**src/rtl/irq_vec_pkg.sv**
```systemverilog
package irq_vec_pkg;
  typedef enum logic [1:0] {CLS_RESET, CLS_NMI, CLS_MASK} irq_cls_e;

  // top line is reset class, next two non-maskable, rest maskable
  function automatic irq_cls_e cls_of(input int idx, input int n);
    if (idx == n - 1)      return CLS_RESET;
    else if (idx >= n - 3) return CLS_NMI;
    else                   return CLS_MASK;
  endfunction
endpackage

```
**src/rtl/irq_arbiter.sv**
```systemverilog
module irq_arbiter
  import irq_vec_pkg::*;
#(
  parameter int N  = 16,
  parameter int IW = $clog2(N)
) (
  input  logic [N-1:0]  req,
  input  logic [N-1:0]  en,
  input  logic          gie,
  output logic [N-1:0]  act,
  output logic          win_vld,
  output logic [IW-1:0] win_idx
);
  for (genvar i = 0; i < N; i++) begin : g_mask
    always_comb begin
      unique case (cls_of(i, N))
        CLS_RESET: act[i] = req[i];
        CLS_NMI:   act[i] = req[i] & en[i];
        default:   act[i] = req[i] & en[i] & gie;
      endcase
    end
  end

  // later (higher) index overrides: highest active line wins
  always_comb begin
    win_vld = 1'b0;
    win_idx = '0;
    for (int i = 0; i < N; i++) begin
      if (act[i]) begin
        win_vld = 1'b1;
        win_idx = i[IW-1:0];
      end
    end
  end
endmodule

```
**src/rtl/fetch_guard.sv**
```systemverilog
module fetch_guard #(
  parameter int          AW      = 16,
  parameter int          N_REG   = 2,
  parameter logic [AW-1:0] SFR_TOP = 16'h01FF,
  parameter logic [N_REG*AW-1:0] REG_LO = {16'hE000, 16'h0200},
  parameter logic [N_REG*AW-1:0] REG_HI = {16'hFFFF, 16'h03FF}
) (
  input  logic          fetch_vld,
  input  logic [AW-1:0] fetch_addr,
  output logic          bad_fetch
);
  logic [N_REG-1:0] hit;

  for (genvar r = 0; r < N_REG; r++) begin : g_reg
    assign hit[r] = (fetch_addr >= REG_LO[r*AW +: AW]) &&
                    (fetch_addr <= REG_HI[r*AW +: AW]);
  end

  assign bad_fetch = fetch_vld && ((fetch_addr <= SFR_TOP) || (hit == '0));
endmodule

```
**src/rtl/irq_vec_ctrl.sv**
```systemverilog
module irq_vec_ctrl
  import irq_vec_pkg::*;
#(
  parameter int          N        = 16,
  parameter int          AW       = 16,
  parameter logic [AW-1:0] VEC_BASE = 16'hFFE0,
  parameter logic [N-1:0]  SHARED   = 16'hE40B,
  parameter logic [AW-1:0] UNPROG   = 16'hFFFF,
  parameter int          N_REG    = 2,
  parameter logic [AW-1:0] SFR_TOP  = 16'h01FF,
  parameter logic [N_REG*AW-1:0] REG_LO = {16'hE000, 16'h0200},
  parameter logic [N_REG*AW-1:0] REG_HI = {16'hFFFF, 16'h03FF}
) (
  input  logic          clk,
  input  logic          rst_n,
  input  logic [N-1:0]  irq_req,
  input  logic [N-1:0]  irq_en,
  input  logic          gie,
  input  logic          fetch_vld,
  input  logic [AW-1:0] fetch_addr,
  input  logic [AW-1:0] rv_word,
  input  logic          irq_ack,
  output logic          irq_pend,
  output logic [AW-1:0] vec_addr,
  output logic [N-1:0]  irq_clr,
  output logic          rst_req,
  output logic          lpm_req
);
  localparam int IW = $clog2(N);

  // reset: asserted asynchronously, released through two flops
  logic [1:0] rst_sync;
  logic       rst_i;
  always_ff @(posedge clk or negedge rst_n) begin
    if (!rst_n) rst_sync <= 2'b00;
    else        rst_sync <= {rst_sync[0], 1'b1};
  end
  assign rst_i = rst_sync[1];

  logic [N-1:0]  act;
  logic          win_vld;
  logic [IW-1:0] win_idx;
  logic          bad_fetch;

  irq_arbiter #(.N(N), .IW(IW)) u_arb (
    .req(irq_req), .en(irq_en), .gie(gie),
    .act(act), .win_vld(win_vld), .win_idx(win_idx)
  );

  fetch_guard #(.AW(AW), .N_REG(N_REG), .SFR_TOP(SFR_TOP),
                .REG_LO(REG_LO), .REG_HI(REG_HI)) u_guard (
    .fetch_vld(fetch_vld), .fetch_addr(fetch_addr), .bad_fetch(bad_fetch)
  );

  logic          pend_q, pend_d;
  logic [IW-1:0] idx_q, idx_d;
  logic          rst_q, rst_d;
  logic          boot_q, boot_d;
  logic          lpm_q, lpm_d;
  logic          sel_en;

  // next state
  always_comb begin
    sel_en = !irq_ack;
    pend_d = pend_q;
    idx_d  = idx_q;
    if (sel_en) begin
      pend_d = win_vld;
      idx_d  = win_idx;
    end
    rst_d  = bad_fetch;
    boot_d = 1'b1;
    lpm_d  = boot_q ? lpm_q : (rv_word == UNPROG);
  end

  // registers
  always_ff @(posedge clk or negedge rst_i) begin
    if (!rst_i) begin
      pend_q <= 1'b0;
      idx_q  <= '0;
      rst_q  <= 1'b0;
      boot_q <= 1'b0;
      lpm_q  <= 1'b0;
    end else begin
      pend_q <= pend_d;
      idx_q  <= idx_d;
      rst_q  <= rst_d;
      boot_q <= boot_d;
      lpm_q  <= lpm_d;
    end
  end

  assign irq_pend = pend_q;
  assign vec_addr = pend_q ? (VEC_BASE + AW'({idx_q, 1'b0})) : '0;
  assign rst_req  = rst_q;
  assign lpm_req  = lpm_q;

  always_comb begin
    irq_clr = '0;
    if (irq_ack && pend_q && !SHARED[idx_q]) irq_clr[idx_q] = 1'b1;
  end

  // assertions
  assert_win_highest_R1: assert property (@(posedge clk) disable iff (!rst_i)
    win_vld |-> (act[win_idx] && ((act >> win_idx) == N'(1))));
  assert_reset_wins_R2: assert property (@(posedge clk) disable iff (!rst_i)
    (!irq_ack && irq_req[N-1]) |=> (irq_pend && vec_addr == VEC_BASE + AW'(2*(N-1))));
  assert_ack_hold_R6: assert property (@(posedge clk) disable iff (!rst_i)
    irq_ack |=> ($stable(vec_addr) && $stable(irq_pend)));
  assert_clr_onehot_R7: assert property (@(posedge clk) disable iff (!rst_i)
    $onehot0(irq_clr) && ((irq_clr == '0) || (irq_ack && irq_pend)));
  assert_sfr_fetch_R8: assert property (@(posedge clk) disable iff (!rst_i)
    (fetch_vld && fetch_addr <= SFR_TOP) |=> rst_req);
  assert_lpm_sticky_R10: assert property (@(posedge clk) disable iff (!rst_i)
    lpm_req |=> lpm_req);
endmodule

```
**config.mk**
```make
export PLATFORM = sky130hd
export DESIGN_NAME = irq_vec_ctrl
export DESIGN_NICKNAME = d
export VERILOG_FILES = /design/src/rtl/irq_vec_pkg.sv /design/src/rtl/irq_arbiter.sv /design/src/rtl/fetch_guard.sv /design/src/rtl/irq_vec_ctrl.sv
export SDC_FILE = /design/constraint.sdc
export NUM_CORES = 1
export LEC_CHECK = 0
export BUFFER_PORTS_ARGS = -buffer_cell sky130_fd_sc_hd__buf_2
export CORE_ASPECT_RATIO = 0.8
export CORE_UTILIZATION = 34
export CTS_BUF_LIST = sky130_fd_sc_hd__clkbuf_2 sky130_fd_sc_hd__clkbuf_4 sky130_fd_sc_hd__clkbuf_8
export DETAILED_ROUTE_END_ITERATION = 8
export GPL_TIMING_DRIVEN = 1
export HOLD_SLACK_MARGIN = 0.1
export PLACE_DENSITY_LB_ADDON = 0.3
export SLEW_MARGIN = 20
export SYNTH_ARGS = -nofsm -noshare
export SYNTH_HDL_FRONTEND = slang
export SYNTH_SLANG_ARGS = --single-unit
```
**constraint.sdc**
```tcl
create_clock -name clk -period 1.74 [get_ports clk]
set_clock_uncertainty 0.2 [all_clocks]
set_input_delay 0.261 -clock clk [delete_from_list [all_inputs] [get_ports clk]]
set_output_delay 0.261 -clock clk [all_outputs]
set_load 0.005 [all_outputs]
```
=== Word level (Yosys, flattened, before mapping) ===
Memories as Yosys holds them, arrays and structs flattened.
Cells that the tools add are included.

* Bits in registers: 10
* Latch bits: 0
* Memory bits (writable): 0
* Memory bits (read-only): 16
* Input bits: 69
* Memories kept: 1

{| class="wikitable"
|+ Memories
! name !! words !! bits a word !! read ports !! clocked after Yosys merged registers in !! write ports !! line !! RTL
|-
| (name not given) || 16 || 1 || 1 || 0 || 0 || irq_vec_ctrl.sv:100 || <nowiki>if (irq_ack && pend_q && !SHARED[idx_q]) irq_clr[idx_q] = 1'b1;</nowiki>
|}

* Add/subtract/negate cells: 1
* Multiply operators: 0
* Divide/modulo/power cells: 0
* Order comparisons: 7
* Equality and inequality tests: 1
* Shift operators: 0
* Mux-type cells: 36
* Bitwise operators: 28
* Reductions and logical operators: 9

{| class="wikitable"
|+ Operators with widths
! kind !! count
|-
| $mux 16 || 2
|-
| $mux 4 || 8
|-
| $and 1x1->1 || 28
|-
| $mux 1 || 19
|-
| $eq 16x16->1 const B || 1
|-
| $ge 16x10->1 const B || 1
|-
| $ge 16x16->1 const B || 1
|-
| $le 16x10->1 const B || 1
|-
| $le 16x16->1 const B || 1
|-
| $le 16x9->1 const B || 1
|-
| $mux 3 || 4
|-
| $add 6x6->7 const A || 1
|-
| $logic_and 1x1->1 || 6
|-
| $lt 4x5->1 const B || 1
|-
| $demux 1 s4 || 1
|-
| $ge 4x1->1 const B || 1
|-
| $mux 2 || 2
|-
| $logic_not 2->1 || 1
|-
| $logic_not 1->1 || 1
|-
| $logic_or 1x1->1 || 1
|}

=== Depth between registers and ports, before layout ===
* Depth in word-level cells: 18
* Mapped depth: 5

=== Cells and area by module ===
Synthesis repeated with hierarchy kept, for this count alone.

* Cells, all modules: 128
* Area total of the unflattened synthesis: 997.2 um^2

{| class="wikitable"
|+ Modules (own cells, without submodules)
! module !! instances !! cells an instance !! area each (um^2) !! sequential area each (um^2)
|-
| irq_vec_ctrl || 1 || 66 || 615.6 || 250.2
|-
| irq_arbiter || 1 || 57 || 347.8 || 0.0
|-
| fetch_guard || 1 || 5 || 33.8 || 0.0
|}

=== Worst setup path after synthesis ===
Ideal clock, no wire load.

* Path kind: register to output
* From: register pend_q (netlist: irq_pend)
* To: output port irq_clr[4]
* Arrival time: 1.210 ns
* Required time: 1.279 ns
* Path slack: 0.069 ns
* Cell stages (with the launch flop): 4
* Path buffers: 0
* Cell sequence: dfrtp_1 nand2_1 or3_1 nor3_1

* Cells in the longest elaborated chain, start to end: 3

{| class="wikitable"
|+ Ends and longest elaborated chain
! element !! line !! RTL
|-
| start, declared || irq_vec_ctrl.sv:55 || <nowiki>logic pend_q, pend_d;</nowiki>
|-
| start signal, assigned || irq_vec_ctrl.sv:85 || <nowiki>pend_q <= pend_d;</nowiki>
|-
| $logic_and 1x1->1 (2 in a row) || irq_vec_ctrl.sv:100 ||
|-
| $mux 16 || irq_vec_ctrl.sv:100 ||
|-
| end, declared || irq_vec_ctrl.sv:25 || <nowiki>output logic [N-1:0] irq_clr,</nowiki>
|}

No other way between the ends.

=== Final worst setup path ===
* From: register idx_q[2]
* To: output port irq_clr[4]

* Cells in the longest elaborated chain, start to end: 5
* Elaborated cells on any way between the ends: 10
* Classes of those cells: order compare: 2; mux: 4; reduce/logical: 3; memory: 1

{| class="wikitable"
|+ Ends and longest elaborated chain
! element !! line !! RTL
|-
| start, declared || irq_vec_ctrl.sv:56 || <nowiki>logic [IW-1:0] idx_q, idx_d;</nowiki>
|-
| start signal, assigned || irq_vec_ctrl.sv:86 || <nowiki>idx_q <= idx_d;</nowiki>
|-
| $lt 4x5->1 (not written as such) (tied with other cells) || irq_vec_ctrl.sv:100 ||
|-
| $logic_and 1x1->1 (not written as such) or $mux 1 (tied branches) || irq_vec_ctrl.sv:100 ||
|-
| $mux 1 (not written as such) or $logic_not 1->1 (tied branches) || irq_vec_ctrl.sv:100 ||
|-
| $demux 1 s4 or $logic_and 1x1->1 (tied branches) || irq_vec_ctrl.sv:100 ||
|-
| $mux 16 (*) || irq_vec_ctrl.sv:100 ||
|}

Mark *: on every way between the ends. The rest lies on a longest branch, timed or not. The select of a mux whose other input is x is not followed.

==> metrics.yaml <==
status:
  status: "finished, violations left"
  violations: "negative setup slack"
clocking:
  path_clk_slew_ns: 0.06
  clock_latency_ns: 0.26
  cts-buffers-inserted: 3
  cts.sinks: 10
  htreeDepth: 1
  cts_max_path_buffers: 2
  clock-root-buffer: "clkbuf_4"
  cts_tree: "built"
synthesis:
  async_flop_share: 1.00
  synth_top_flop_cell: "dfrtp_1"
  ys_types: 31
  ys_ff_latch: 10
  ys_seq_area_frac: 0.277
  synth-simple-area-share: 0.317
  synth_top_family_by_area: "simple AND/OR/NAND/NOR gates"
  ys_warn_count: 0
  synthAdderAreaFrac: 0
  synth-edff-count: 0
  synth_compound_area_frac: 0.198
  synthXorXnorAreaFrac: 0
  synthCells: 115
  netlist_area_um2: 905
  avgSynthCellArea_um2: 7.87
  synth_mux_area_frac: 0.0124
sta:
  timing.final.crit_share: 1.03
  rsz0062_at_grt: "true"
  setup_ws_ns: -0.0550
  finalCriticalPeriod_ns: 1.80
  drv_slew: 0
  finalSetupViolCount: 3
  fmax_mhz: 557
  final_hold_viol_count: 0
drt:
  wirelength_mm: 2.79
  dr_total_vias: 1152
  dr.first_iter.drc_count: 32
  first_pass_iters: 4
  wl_per_cell_um: 11.2
  drtAntennaViolNets: 0
  drt-vias-per-instance: 4.65
  drc_errors: 0
critical_path:
  worstPathMaxFanout: 4
  worst_setup_path_end_kind: "output pin"
  required_ns: 1.28
  cp-start-kind: "flip-flop"
  path_class: "flip-flop to output pin"
  arrival_ns: 1.33
floorplan:
  io_pins: 104
  rows: 16
  initial_core_util: 0.364
  core-area_mm2: 0.00248
  die_h_um: 48.1
  die_x_um: 59.7
  die_area_mm2: 0.00287
placed_design:
  place_hpwl_mm: 2.03
  dp_cells: 225
  place_ws_ns: 0.147
  port_buffers: 85
  post_dp_cell_area_mm2: 0.00126
  place_congestion: 0.822
global_routing:
  grt_pass1_vias: 935
  grt_pass1_wl_mm: 3.98
  globalRoute.totalOverflow: 0
  grt_max_degree: 17
  grt_use_total: 0.182
  antenna_found_initial: 0
layout:
  seq_area_um2: 253
  multi_input_area_um2: 539
  area_delta_synth_final_pct: 66.4
  final_area_mm2: 0.00151
  fin_cells: 248
  drive_gt1_frac: 0.519
  layout_commonest_cell: "buf_2"
  layout_common_cells: "buf_2, nand2_1, dlygate4sd3_1"
  num-nets-final: 282
  utilization: 0.606
  antenna_cells: 0
  fillers: 254
hold_path:
  hp-class: "primary input to flip-flop"
flow_run:
  max_cap_viol_count: 0
power:
  leakagePower_nw: 0.801
  p_per_area_mw_per_mm2: 502
  ir_worst_vdd_uv: 420
[flip-flops by register name, summed over array words and instances (netlist names)]
register	count
lpm_req	1
rst_req	1
idx_q	4
irq_pend	1
boot_q	1
rst_sync	2
[where the power goes]
| group | switching (mW) | internal (mW) | total [mW] |
|---|---|---|---|
| Sequential | 0.0161 | 0.249 | 0.265 |
| Clock | 0.0761 | 0.127 | 0.203 |
| Combinational | 0.127 | 0.160 | 0.287 |
| Total | 0.220 | 0.536 | 0.755 |
[routing by layer]
| layer | share of wire | wire length [um] | track usage |
|---|---|---|---|
| met1 | 0.43 | 1190 | 0.229 |
| met2 | 0.52 | 1450 | 0.338 |
| met3 | 0.047 | 131 | 0.0318 |
| met4 | 0.0050 | 14 | 0.0326 |
| met5 | 0 | 0 | 0 |
[stage by stage]
stage                     hold WS [ns]  power, mW  TNS (ns)
after CTS                        0.102      0.739   -0.0670
after global routing             0.162      0.810    -0.322
after global placement          -0.150      0.490         0
final                            0.118      0.755   -0.0897
after floorplan                 -0.235      0.404         0
after detailed placement        -0.149      0.497         0
[critical path, stage by stage, from the launching register on]
cell     delay [ns]
dfrtp_1        0.36
inv_2          0.05
or3_4          0.41
nor3_2         0.12
buf_2          0.14
[Yosys cell counts (2+ instances only)]
cell	number	area share
a31oi_1	2	0.014
nand2b_1	4	0.028
a22o_1	4	0.039
nor4_1	3	0.021
a32o_1	2	0.022
dfrtp_1	10	0.28
nand3_1	6	0.033
nor3_1	3	0.017
nor2_1	6	0.025
nand4_1	3	0.021
and2_1	3	0.021
buf_4	19	0.16
conb_1	2	0.0083
nand2_1	23	0.095
a21oi_1	7	0.039
inv_1	3	0.012
[timing repair]
| action | CTS | global route |
|---|---|---|
| endpoints found under the hold margin | 12 | 2 |
| pin swaps | 1 | 2 |
| hold buffers | 12 | 1 |
| cloned | 0 | 0 |
| buffers inserted | 3 | 3 |
| resized for setup | 5 | 5 |
| endpoints found under the setup margin | 5 | 7 |
[cell families (layout without fill, tap and decap cells)]
group	Yosys count	after routing
flip-flops	10	10
AO/OA/AOI/OAI	22	22
other	2	10
buffers and inverters	24	113
multiplexers	1	1
AND/OR/NAND/NOR	56	56
[final timing paths]
path	startpoint	endpoint	slack [ns]	cells after the start
min in group asynchronous	rst_sync[1]	rst_req	0.47	1
hold / removal	irq_req[15]	idx_q[0]	0.12	3
setup reg to reg	boot_q	lpm_req	0.51	4
hold reg to reg	rst_sync[0]	rst_sync[1]	0.16	0
max in group asynchronous	rst_sync[1]	idx_q[1]	0.59	1
setup / recovery	idx_q[2]	irq_clr[4]	-0.06	4
[final cells by class]
class / instances / share of cell area
tap: 36 / 0.0299
inverter: 3 / 0.00748
timing repair buffer: 106 / 0.412
sequential: 10 / 0.168
clock buffer: 4 / 0.0241
multi-input combinational: 89 / 0.358
Note: power is estimated with default switching activity, not from simulation.
